===== src/rtl/pll_mult_pkg.sv =====
package pll_mult_pkg;
  typedef struct packed {
    logic code_bad;
    logic ref_bad;
    logic vco_bad;
  } cfg_err_t;
endpackage


===== src/rtl/pll_mult_store.sv =====
module pll_mult_store #(
  parameter int CODE_W   = 9,
  parameter int RST_CODE = 128
) (
  input  logic              clk,
  input  logic              rst,
  input  logic              wr_en,
  input  logic [CODE_W-1:0] wr_code,
  input  logic              pll_on,
  input  logic              pll_rdy,
  output logic [CODE_W-1:0] code_q,
  output logic              reject_q
);
  localparam logic [CODE_W-1:0] RST_VAL = CODE_W'(RST_CODE);

  logic pll_idle;
  assign pll_idle = !pll_on && !pll_rdy;

  always_ff @(posedge clk) begin
    if (rst) begin
      code_q   <= RST_VAL;
      reject_q <= 1'b0;
    end else begin
      reject_q <= wr_en && !pll_idle;
      if (wr_en && pll_idle) code_q <= wr_code;
    end
  end
endmodule


===== src/rtl/pll_mult_check.sv =====
module pll_mult_check
  import pll_mult_pkg::*;
#(
  parameter int CODE_W   = 9,
  parameter int REF_W    = 6,
  parameter int CODE_MIN = 7,
  parameter int CODE_MAX = 419,
  parameter int REF_MIN  = 1,
  parameter int REF_MAX  = 16,
  parameter int WIN0_LO  = 128,
  parameter int WIN0_HI  = 544,
  parameter int WIN1_LO  = 150,
  parameter int WIN1_HI  = 420
) (
  input  logic [CODE_W-1:0]   code,
  input  logic [REF_W-1:0]    ref_mhz,
  input  logic                vco_sel,
  output logic [CODE_W:0]     factor,
  output cfg_err_t            err
);
  localparam int FACT_W = CODE_W + 1;
  localparam int FREQ_W = REF_W + FACT_W;
  localparam logic [CODE_W-1:0] C_LO = CODE_W'(CODE_MIN);
  localparam logic [CODE_W-1:0] C_HI = CODE_W'(CODE_MAX);
  localparam logic [REF_W-1:0]  R_LO = REF_W'(REF_MIN);
  localparam logic [REF_W-1:0]  R_HI = REF_W'(REF_MAX);
  localparam int WIN_LO [2] = '{WIN0_LO, WIN1_LO};
  localparam int WIN_HI [2] = '{WIN0_HI, WIN1_HI};

  logic [FREQ_W-1:0] vco_freq;
  logic [1:0]        in_win;

  assign factor   = FACT_W'(code) + FACT_W'(1);
  assign vco_freq = FREQ_W'(ref_mhz) * FREQ_W'(factor);

  for (genvar w = 0; w < 2; w++) begin : g_win
    localparam logic [FREQ_W-1:0] LO = FREQ_W'(WIN_LO[w]);
    localparam logic [FREQ_W-1:0] HI = FREQ_W'(WIN_HI[w]);
    assign in_win[w] = (vco_freq >= LO) && (vco_freq <= HI);
  end

  always_comb begin
    err.code_bad = (code < C_LO) || (code > C_HI);
    err.ref_bad  = (ref_mhz < R_LO) || (ref_mhz > R_HI);
    err.vco_bad  = !in_win[vco_sel];
  end
endmodule


===== src/rtl/pll_mult_cfg.sv =====
module pll_mult_cfg
  import pll_mult_pkg::*;
#(
  parameter int CODE_W   = 9,
  parameter int REF_W    = 6,
  parameter int RST_CODE = 128
) (
  input  logic              clk,
  input  logic              rst,
  input  logic              wr_en,
  input  logic [CODE_W-1:0] wr_code,
  input  logic              pll_on,
  input  logic              pll_rdy,
  input  logic [REF_W-1:0]  ref_mhz,
  input  logic              vco_sel,
  output logic [CODE_W-1:0] rd_code,
  output logic [CODE_W:0]   mult,
  output logic              wr_reject,
  output logic              code_err,
  output logic              ref_err,
  output logic              vco_err
);
  cfg_err_t err_d, err_q;
  logic [CODE_W-1:0] code_q;

  pll_mult_store #(.CODE_W(CODE_W), .RST_CODE(RST_CODE)) u_store (
    .clk(clk), .rst(rst), .wr_en(wr_en), .wr_code(wr_code),
    .pll_on(pll_on), .pll_rdy(pll_rdy),
    .code_q(code_q), .reject_q(wr_reject)
  );

  pll_mult_check #(.CODE_W(CODE_W), .REF_W(REF_W)) u_check (
    .code(code_q), .ref_mhz(ref_mhz), .vco_sel(vco_sel),
    .factor(mult), .err(err_d)
  );

  always_ff @(posedge clk) begin
    if (rst) err_q <= '0;
    else     err_q <= err_d;
  end

  assign rd_code  = code_q;
  assign code_err = err_q.code_bad;
  assign ref_err  = err_q.ref_bad;
  assign vco_err  = err_q.vco_bad;
endmodule


===== config.mk =====
export PLATFORM = sky130hd
export DESIGN_NAME = pll_mult_cfg
export DESIGN_NICKNAME = d
export VERILOG_FILES = /design/src/rtl/pll_mult_pkg.sv /design/src/rtl/pll_mult_store.sv /design/src/rtl/pll_mult_check.sv /design/src/rtl/pll_mult_cfg.sv
export SDC_FILE = /design/constraint.sdc
export NUM_CORES = 1
export LEC_CHECK = 0
export ABC_AREA = 1
export BUFFER_PORTS_ARGS = -buffer_cell sky130_fd_sc_hd__buf_2
export CAP_MARGIN = 0
export CELL_PAD_IN_SITES_DETAIL_PLACEMENT = 0
export CELL_PAD_IN_SITES_GLOBAL_PLACEMENT = 1
export CORE_UTILIZATION = 45
export DETAILED_ROUTE_END_ITERATION = 12
export GPL_TIMING_DRIVEN = 1
export PLACE_DENSITY_LB_ADDON = 0.1
export SETUP_SLACK_MARGIN = 0.5
export SLEW_MARGIN = 20
export SYNTH_ARGS = -nofsm -noshare
export SYNTH_HDL_FRONTEND = slang
export SYNTH_HIERARCHICAL = 1
export SYNTH_SLANG_ARGS = --single-unit

===== constraint.sdc =====
create_clock -name clk -period 8.36 [get_ports clk]
set_input_delay 1.672 -clock clk [delete_from_list [all_inputs] [get_ports clk]]
set_output_delay 1.672 -clock clk [all_outputs]
set_load 0.005 [all_outputs]

Yosys cells after proc, flatten, opt, wreduce, memory -nomap -nowiden. Cells that the tools add are included.

Flip-flop bits (word level): 13. Input bits: 21. Output and inout bits: 23. Logic and storage cells: 29.

Add/subtract/negate cells: 1. $mul: 1. $lt $le $gt $ge: 9. Mux-type cells: 2. Reduce and logical (&&, ||, !) cells: 11.

Operators with widths (count): $ge 16x8->1 const B (2); $le 16x10->1 const B (1); $le 16x9->1 const B (1); $mul 6x10->16 (1); $add 9x1->10 const B (1); $gt 9x9->1 const B (1); $lt 9x3->1 const B (1); $gt 6x5->1 const B (1); $lt 6x1->1 const B (1); $logic_and 1x1->1 (5); $logic_not 1->1 (4); $logic_or 1x1->1 (2); $lt 1x2->1 const B (1); $mux 1 (2).

Longest topological paths before layout. Gate-level depths: netlist (run 1).

Depth in word-level cells: 7. Depth in mapped cells: 27. Mapped depth without buffers: 27.

Modules after synthesis. The synthesis (run 1) kept the hierarchy.

Modules (own cells, without submodules): pll_mult_check (times used 1, cells each 358, area an instance 2245.9 um2, sequential area each 0.0 um2); pll_mult_store (times used 1, cells each 61, area an instance 496.7 um2, sequential area each 200.2 um2); pll_mult_cfg (times used 1, cells each 9, area an instance 82.6 um2, sequential area each 60.1 um2).

Worst setup path after synthesis (run 1). Ideal clock, no wire load.

Kind: input port to flip-flop. Start point: in ref_mhz[4]. End point: reg err_q (netlist bit vco_err). Setup time: 0.109 ns. Arrival: 4.848 ns. Required time: 8.251 ns. Path slack: 3.402 ns. Stages on the path: 20. Path buffers: 0. Cells stage by stage: clkinv_1 -> nor2_1 -> fa_1 -> fa_1 -> inv_1 -> fa_1 -> inv_1 -> ha_1 -> nand2_2 -> clkinv_1 -> a21oi_1 -> nand3_1 -> nand2_2 -> nand2_1 -> nand2_1 -> nand2_1 -> a21oi_2 -> nand3_1 -> inv_1 -> nor2_1.

RTL lines: start, declared (RTL line pll_mult_cfg.sv:14) `input logic [REF_W-1:0] ref_mhz,`; end signal, assigned (RTL line pll_mult_cfg.sv:39) `else err_q <= err_d;`; end, declared (RTL line pll_mult_cfg.sv:23) `cfg_err_t err_d, err_q;`.

==> results of run 1 <==
==> power by group <==
| part | internal, uW | switching, uW |
|---|---|---|
| sequential | 65.7 | 4.86 |
| combinational | 78.5 | 134 |
| clock | 33.8 | 26.9 |
| total | 178 | 165 |
==> per-stage QoR <==
| step | hold WS (ns) | power, uW |
|---|---|---|
| floorplan | 0.510 | 234 |
| CTS | 0.525 | 348 |
| global route | 0.572 | 385 |
| global placement | 0.507 | 284 |
| detailed placement | 0.515 | 284 |
| finish | 0.519 | 343 |
==> flip-flops by register name, indices dropped and copies added (netlist names) <==
register / count
vco_err: 1
u_store/code_q: 9
u_store/reject_q: 1
code_err: 1
ref_err: 1
==> cells in the mapped netlist, drive strengths merged <==
library cell / count
nand4: 3
fa: 33
a21oi: 17
a31oi: 3
nand2: 105
nor4: 1
dfxtp: 13
nor3: 1
nand3b: 2
nand3: 31
clkbuf: 1
xor2: 5
o32ai: 1
buf: 2
inv: 102
a21o: 1
clkinv: 3
ha: 25
xnor2: 1
nor2: 69
o21ai: 8
o21bai: 1
==> routing by layer <==
layer  global-route usage  routed length, um
met1                0.323               3310
met2                0.361               2710
met3               0.0236                295
met4               0.0268                 23
met5                    0                  0
==> cells by family (layout without fill, tap and decap cells) <==
kind of cell    count (synthesis)  count (layout)  synth area share
buf+inv                       108             152             0.155
compound gates                 31              31            0.0713
xor+xnor                        6               6            0.0186
fa+ha+maj                      58              58             0.345
flops                          13              13            0.0921
simple gates                  212             212             0.318
==> worst max-delay path by stage <==
| stage | from | end | slack [ns] | cells after the start |
|---|---|---|---|---|
| 5_1_grt | ref_mhz[4] | vco_err | 2.86 | 21 |
| 2_1_floorplan | ref_mhz[4] | vco_err | 3.40 | 20 |
| 3_5_place_dp | ref_mhz[4] | vco_err | 2.91 | 21 |
| 4_1_cts | ref_mhz[4] | vco_err | 3.16 | 21 |
| 3_3_place_gp | ref_mhz[4] | vco_err | 2.93 | 21 |
| 6_report | ref_mhz[4] | vco_err | 3.16 | 21 |
==> critical path, delay by kind of cell <==
kind,cells,cell delay (ns)
compound gates,2,0.30
simple gates,9,0.83
fa+ha+maj,4,1.95
buf+inv,6,0.59
==> placed cells by master (no fill, tap or decap), drive strengths merged <==
| cell | Yosys | routed |
|---|---|---|
| a21o | 1 | 1 |
| a21oi | 17 | 17 |
| a31oi | 3 | 3 |
| buf | 2 | 43 |
| clkbuf | 1 | 4 |
| clkinv | 3 | 3 |
| dfxtp | 13 | 13 |
| fa | 33 | 33 |
| ha | 25 | 25 |
| inv | 102 | 102 |
| nand2 | 105 | 105 |
| nand3 | 31 | 31 |
| nand3b | 2 | 2 |
| nand4 | 3 | 3 |
| nor2 | 69 | 69 |
| nor3 | 1 | 1 |
| nor4 | 1 | 1 |
| o21ai | 8 | 8 |
| o21bai | 1 | 1 |
| o32ai | 1 | 1 |
| xnor2 | 1 | 1 |
| xor2 | 5 | 5 |
==> layout make-up <==
type                    instances  area, um^2
clock buffers                   4        45.0
fillers                       634        2860
inverters                     105         394
multi-input cells             307        2130
flip-flops and latches         13         260
well taps                      75        93.8
repair buffers                 43         215
==> impl_metrics.ini, run 1 <==
[outcome]
status = complete, no violations

[floorplanning]
start_util = 0.472
std_cell_rows = 28
die-area_um2 = 6600
fp.dieH_um = 81.2
num_io_pins = 44
core_um2 = 5990
dieWidth_um = 81.2

[setup_path]
cp.arrival_ns = 5.35
r2r_end = vco_err
path_cells = buf_2, clkinv_1, nor2_1, fa_1, fa_1, inv_1, fa_1, inv_1, ha_1, nand2_2, clkinv_1, a21oi_1, nand3_1, nand2_2, nand2_1, nand2_1, nand2_1, a21oi_2, nand3_1, inv_1, nor2_1
path_max_fanout = 9
slowest_stage = fa_1
r2r_slack_ns = 3.46
cp.required_ns = 8.51
slowest_delay_ns = 0.55
worst_setup_path_end_kind = flop
rr_worst_depth = 23
r2r_start = u_store/code_q[0]
crit_type = in2reg
cp-start-kind = primary input

[grt]
grt_pass1_wl_um = 11300
grt_pass1_vias = 2517
grt_use_total = 0.222
grt_max_degree = 20
grt-ovfl-total = 0
antenna_found_initial = 0

[placed_design]
post-dp-hpwl_um = 5430
dp.cells = 543
post-place-ws_ns = 2.91
place.gp.congestion = 0.784
post_dp_cell_area_um2 = 3090
port_buffers = 43

[detailed_routing]
vias = 2622
drt_iter0_drc = 130
via_per_inst = 4.79
wire_per_inst_um = 11.6
antenna_left = 0
dr.pass1.iters = 5
routed_wirelength_um = 6330
drc_errors = 0

[clock_network]
clkLatencyLatePin_ns = 0.25
cts-root-buf = clkbuf_8
clkSlewWorstSetupHoldPaths_ns = 0.07
cts_setup_buffers = 0
cts_buffers = 3
ctsHoldBuffers = 0
cts_tree = built
clkSinkCount = 13
ctsHtreeMaxLevel = 1
ctsResizeCount = 0
clockBufferDepth = 2

[hold_path]
min_from = u_store/code_q[6]
hp-class = reg2reg
hold_end = u_store/code_q[6]
worstHoldPathCells = 2

[synth]
synthesis.area_um2 = 2830
synth_top_area_cell = fa_1
synth_top_area_frac = 0.234
ys_seq_elements = 13
yosysSeqAreaShare = 0.0921
postSynthCellCount = 428
synth_nets = 507
synth.distinct_cells = 31
yosys_warnings = 6
synth_area_leaders = fa_1 23%, nand2_1 13%, inv_1 13%
avgSynthCellArea_um2 = 6.60

[pwr]
ir_drop_mv = 0.0700
powerDensity_nw_per_um2 = 110
p_leak_uw = 0.00193

[finish]
post-route-util = 0.523
post_route_cells_drive_above_1_share = 0.144
layout.cells.non_filler = 547
stdcell_area_um2 = 3130
area_delta_synth_final_pct = 10.9
fin_nets = 552
n_antenna_cell = 0

[timing]
setup_tns_ns = 0
postLayoutSetupSlackWorst_ns = 3.16
final_max_slew_viol_count = 0
fin_worst_skew_ns = 0.00957
rsz0062_at_grt = no
slew_headroom = 0.598
period_share = 0.622
finalSetupViolCount = 0
hold_viol = 0
worst_pin_slew_ns = 0.597
fin_crit_ns = 5.20
max_freq_ghz = 0.192

[run]
max_cap_violations = 0
(Power assumes the default switching activity.)
==> run 2, diff against run 1 <==
--- a/config.mk
+++ b/config.mk
@@ -10,7 +10,7 @@
 export CAP_MARGIN = 0
 export CELL_PAD_IN_SITES_DETAIL_PLACEMENT = 0
 export CELL_PAD_IN_SITES_GLOBAL_PLACEMENT = 1
-export CORE_UTILIZATION = 45
+export CORE_UTILIZATION = 41
 export DETAILED_ROUTE_END_ITERATION = 12
 export GPL_TIMING_DRIVEN = 1
 export PLACE_DENSITY_LB_ADDON = 0.1
==> constraint.sdc (replaced) <==
create_clock -name clk -period 5.1 [get_ports clk]
set_input_delay 1.02 -clock clk [delete_from_list [all_inputs] [get_ports clk]]
set_output_delay 1.02 -clock clk [all_outputs]
set_load 0.005 [all_outputs]
==> impl_metrics.ini, run 2 (synthesized netlist as in run 1, its figures left out) <==
[timing]
rsz0062_at_grt = no
setup_tns_ns = 0
fin_worst_skew_ns = 0.00896
fin_crit_ns = 4.40
slew_headroom = 0.592
final_max_slew_viol_count = 0
finalSetupViolCount = 0
worst_pin_slew_ns = 0.607
period_share = 0.863
max_freq_ghz = 0.227
hold_viol = 0

[setup_path]
r2r_start = u_store/code_q[0]
slowest_stage = fa_1
crit_buf_inv = 5
rr_worst_depth = 24
path_cells = ha_4, nand4_1, nor3_2, nand2_1, xor2_2, buf_12, nor2_2, fa_1, fa_1, inv_1, fa_1, inv_1, ha_4, nand2_2, inv_1, a21oi_2, nand2_1, nand2_1, nand3_1, xor2_1, a21oi_2, nand3_1, inv_1, nor2_1
cp-start-kind = flop
crit_family = adder cells
path_max_fanout = 5
crit_type = reg2reg
cp.required_ns = 5.25
r2r_end = vco_err
r2r_slack_ns = 0.70
worst_setup_path_end_kind = flop
crit_start = u_store/code_q[0]
crit_top_cell = inv_1
slowest_delay_ns = 0.53
cp.arrival_ns = 4.55

[detailed_routing]
wire_per_inst_um = 12.9
via_per_inst = 4.89
antenna_left = 0
dr.pass1.iters = 5
drc_errors = 0
vias = 2765
routed_wirelength_um = 7280
drt_iter0_drc = 116

[placed_design]
port_buffers = 43
post_dp_cell_area_um2 = 3120
dp.cells = 549
place.gp.congestion = 0.856
post-dp-hpwl_um = 5900

[floorplanning]
start_util = 0.435
dieWidth_um = 85.0
fp.dieH_um = 85.0
num_io_pins = 44
std_cell_rows = 29
die-area_um2 = 7230
core_um2 = 6490

[clock_network]
clockBufferDepth = 2
clkLatencyLatePin_ns = 0.25
cts_tree = built
cts_buffers = 3
ctsHtreeMaxLevel = 1
clkSinkCount = 13
cts-root-buf = clkbuf_8
ctsHoldBuffers = 0
clkSlewWorstSetupHoldPaths_ns = 0.07

[grt]
grt_max_degree = 20
grt_use_total = 0.213
grt_pass1_wl_um = 12400
antenna_found_initial = 0
grt_pass1_vias = 2730
grt-ovfl-total = 0

[pwr]
p_seq_frac = 0.178
p_leak_uw = 0.00200
ir_drop_mv = 0.115
powerDensity_nw_per_um2 = 182
netSwitchingFraction = 0.478
p_comb_frac = 0.668
pwr-share-clk = 0.154
p_switching_uw = 306
cellInternalPower_uw = 335

[finish]
regMostFlops = u_store/code_q
layout_commonest_cell = inv_1
stdcell_area_um2 = 3520
layout.cells.non_filler = 565
area_delta_synth_final_pct = 24.6
n_antenna_cell = 0
post_route_cells_drive_above_1_share = 0.277
final_cell_mix = 92 x inv_1, 91 x nand2_1, 54 x nor2_1, 41 x buf_2, 33 x fa_1
post-route-util = 0.542
largest_reg_flops = 9
fin_nets = 568

[hold_path]
worstHoldPathCells = 2
hold_end = u_store/code_q[6]
min_from = u_store/code_q[6]
hp-class = reg2reg

[outcome]
status = complete, no violations

[run]
max_cap_violations = 0
-- run 2: cell types whose count changed in the layout (fill, tap and decap cells not counted), moves of 8 or more --
| cell | delta |
|---|---|
| ha_1 | -8 |
| nand2_1 | -9 |
| nand2_2 | +9 |
| buf_4 | +15 |
| nor2_2 | +9 |
| nor2_1 | -12 |
-- run 2: cell type report --
type	count	area [um^2]
Clock buffer	3	41.3
Sequential cell	13	267
Multi-Input combinational cell	307	2340
Tap cell	77	96.3
Timing Repair Buffer	59	364
Inverter	105	402
Fill cell	656	2980
Clock inverter	1	5.00
-- run 2: stage by stage --
stage                     worst slack (ns)  hold slack [ns]  power, uW
after global placement               0.273            0.515        473
after floorplan                      0.728            0.510        384
after detailed placement             0.258            0.517        475
after global routing                 0.482            0.578        716
final                                0.697            0.523        641
after CTS                            0.515            0.527        578
-- run 2: how the worst max path moves through the flow --
stage / depth (start not counted) / slack (ns) / end
CTS: 24 / 0.51 / vco_err
global route: 24 / 0.48 / vco_err
detailed placement: 21 / 0.26 / vco_err
floorplan: 23 / 0.73 / vco_err
global placement: 21 / 0.27 / vco_err
finish: 24 / 0.70 / vco_err
-- run 2: tightest hold or removal path, stage by stage (launching register included) --
cell,delay (ns)
dfxtp_1,0.34
a21oi_2,0.10
nor2_1,0.04
-- run 2: repair_timing --
item	in CTS	in global routing
resized for setup	0	71
setup endpoints to repair	0	1
hold endpoints to repair	0	0
buffers inserted	0	12
-- run 2: per-layer routing --
| metal | GRT usage | part of all wire |
|---|---|---|
| met1 | 0.303 | 0.51 |
| met2 | 0.359 | 0.44 |
| met3 | 0.0272 | 0.049 |
| met4 | 0.0200 | 0.0041 |
| met5 | 0 | 0 |
-- run 2: power groups by stage --
stage / logic (uW) / clock network (uW) / registers, uW
3_5_place_dp: 360 / 0 / 115
4_1_cts: 362 / 103 / 113
3_3_place_gp: 357 / 0 / 116
6_report: 428 / 98.9 / 114
5_1_grt: 494 / 107 / 115
2_1_floorplan: 267 / 0 / 117
==> run 3, diff against run 2 <==
--- a/config.mk
+++ b/config.mk
@@ -10,7 +10,7 @@
 export CAP_MARGIN = 0
 export CELL_PAD_IN_SITES_DETAIL_PLACEMENT = 0
 export CELL_PAD_IN_SITES_GLOBAL_PLACEMENT = 1
-export CORE_UTILIZATION = 41
+export CORE_UTILIZATION = 25
 export DETAILED_ROUTE_END_ITERATION = 12
 export GPL_TIMING_DRIVEN = 1
 export PLACE_DENSITY_LB_ADDON = 0.1
@@ -18,5 +18,4 @@
 export SLEW_MARGIN = 20
 export SYNTH_ARGS = -nofsm -noshare
 export SYNTH_HDL_FRONTEND = slang
-export SYNTH_HIERARCHICAL = 1
 export SYNTH_SLANG_ARGS = --single-unit
==> impl_metrics.ini, run 3 <==
[grt]
grt_max_degree = 17
antenna_found_initial = 0
grt_pass1_vias = 2861
grt_pass1_wl_um = 13200
grt-ovfl-total = 0
grt_use_total = 0.145

[synth]
synth_top_family_by_area = adder cells
yosysSeqAreaShare = 0.0920
synth-simple-area-share = 0.337
synth_xor_area_frac = 0.0150
synth_top_area_frac = 0.233
synth_common_cells = 102 x nand2_1, 91 x inv_1, 73 x nor2_1, 33 x fa_1, 25 x ha_1
avgSynthCellArea_um2 = 6.48
yosys_warnings = 0
synth_area_leaders = fa_1 23%, nand2_1 14%, inv_1 12%
async_reset_ff_frac = 0
ys_seq_elements = 13
synthesis.area_um2 = 2830
synth_edf_count = 0
synthMuxAreaShare = 0
postSynthCellCount = 437
synth.distinct_cells = 31
ys_dominant_reg_cell = dfxtp_1
synth_top_area_cell = fa_1
synth_nets = 516
synth_most_common_cell = nand2_1
synthAdderAreaFrac = 0.344
synth-compound-area-share = 0.0676

[setup_path]
path_max_fanout = 7
crit_start = ref_mhz[3]
r2r_start = u_store.code_q[0]
r2r_slack_ns = 0.79
cp.arrival_ns = 4.50
path_cells = clkbuf_4, clkinvlp_4, nor2_1, fa_1, fa_1, inv_1, fa_1, inv_1, ha_2, nand2_2, nor2_4, buf_4, nand3_1, nand3_1, nand2_1, nand2_1, nand2_1, nor2_1, nand2_1, nand2_1, nor2_1
rr_worst_depth = 24
crit_buf_inv = 5
crit_type = in2reg
cp-start-kind = primary input
r2r_end = vco_err
slowest_stage = fa_1
endpoint = vco_err
cp.required_ns = 5.25
slowest_delay_ns = 0.54
crit_family = adder cells
cp.depth = 21
worst_setup_path_end_kind = flop
crit_top_cell = nand2_1

[floorplanning]
die-area_um2 = 11800
std_cell_rows = 38
fp.dieH_um = 108
start_util = 0.259
dieWidth_um = 108
core_um2 = 10900
num_io_pins = 44

[timing]
period_share = 0.852
worst_pin_slew_ns = 0.442
hold_ws_ns = 0.513
setup_tns_ns = 0
finalSetupViolCount = 0
fin_worst_skew_ns = 0.00762
rsz0062_at_grt = no
hold_viol = 0
postLayoutSetupSlackWorst_ns = 0.754
fin_crit_ns = 4.35
max_freq_ghz = 0.230
final_max_slew_viol_count = 0
slew_headroom = 0.705

[detailed_routing]
routed_wirelength_um = 7950
wire_per_inst_um = 12.5
dr.pass1.iters = 4
antenna_left = 0
drc_errors = 0
drt_iter0_drc = 92
via_per_inst = 4.27
vias = 2716

[placed_design]
post_dp_cell_area_um2 = 3220
post-dp-hpwl_um = 7100
post-place-ws_ns = 0.272
port_buffers = 43
place.gp.congestion = 0.803

[finish]
layout_commonest_cell = nand2_1
post_route_cells_drive_above_1_share = 0.242
fin_nets = 576
n_antenna_cell = 0
largest_reg_flops = 9
stdcell_area_um2 = 3580
final_cell_mix = 97 x nand2_1, 88 x inv_1, 62 x nor2_1, 42 x buf_2, 33 x fa_1
regMostFlops = u_store.code_q
post-route-util = 0.327
area_delta_synth_final_pct = 26.4

[pwr]
p_switching_uw = 312
p_seq_frac = 0.164
p_comb_frac = 0.598
p_leak_uw = 0.00194
netSwitchingFraction = 0.455
ir_drop_mv = 0.116
pwr-share-clk = 0.238
powerDensity_nw_per_um2 = 192
cellInternalPower_uw = 373

[clock_network]
clockBufferDepth = 2
clkSinkCount = 13
clkLatencyLatePin_ns = 0.26
cts-root-buf = clkbuf_16
ctsHtreeMaxLevel = 1
cts_buffers = 3
clkSlewWorstSetupHoldPaths_ns = 0.06
cts_tree = built

[hold_path]
hp-class = reg2reg

[outcome]
status = complete, no violations

[run]
max_cap_violations = 0
run 3: logic make-up after synthesis:
logic type	count (synthesis)
XOR/XNOR	4
buffers and inverters	105
AO/OA/AOI/OAI	33
flip-flops	13
AND/OR/NAND/NOR	224
adder cells (fa/ha/maj)	58
run 3: layout make-up:
class,instances,area (um^2)
Inverter,102,398
Tap cell,140,175
Clock buffer,4,78.8
Fill cell,1259,7360
Sequential cell,13,263
Timing Repair Buffer,58,347
Multi-Input combinational cell,319,2320
run 3: repair_timing:
item / 4_1_cts / 5_1_grt
pin swaps: 1 / 9
resized for setup: 8 / 35
setup buffers: 0 / 11
hold endpoints to repair: 0 / 0
setup endpoints to repair: 1 / 1
hold buffers: 0 / 0
run 3: power by group through the flow:
stage	registers, uW	clock network [uW]	logic (uW)
after global placement	114	0	378
after floorplan	115	0	284
final	112	163	410
after global routing	113	170	471
after CTS	112	166	389
after detailed placement	114	0	375
run 3: worst min-delay path by stage:
stage	startpoint	cells past startpoint	endpoint
5_1_grt	u_store.code_q[8]	2	code_err
4_1_cts	u_store.code_q[4]	2	u_store.code_q[4]
6_report	u_store.code_q[4]	2	u_store.code_q[4]
3_3_place_gp	u_store.code_q[4]	2	u_store.code_q[4]
2_1_floorplan	u_store.code_q[4]	2	u_store.code_q[4]
3_5_place_dp	u_store.code_q[4]	2	u_store.code_q[4]
run 3: through the flow:
| stage | power [uW] | std cells |
|---|---|---|
| 3_3_place_gp | 492 | 621 |
| 5_1_grt | 754 | 636 |
| 6_report | 685 | 636 |
| 3_5_place_dp | 489 | 621 |
| 4_1_cts | 666 | 625 |
| 2_1_floorplan | 399 | 437 |
run 3: metal layers:
| layer | vias up | share of wire | track usage | wire length [um] |
|---|---|---|---|---|
| met4 | 0 | 0.0024 | 0.0116 | 19 |
| met3 | 2 | 0.031 | 0.0241 | 244 |
| li1 | 1441 | - | - | - |
| met5 | - | 0 | 0 | 0 |
| met1 | 1232 | 0.47 | 0.177 | 3740 |
| met2 | 41 | 0.50 | 0.274 | 3950 |
run 3: worst min-delay path, cell delays in order, from the launching register on:
cell     delay (ns)
dfxtp_1        0.33
inv_1          0.08
a21oi_1        0.06
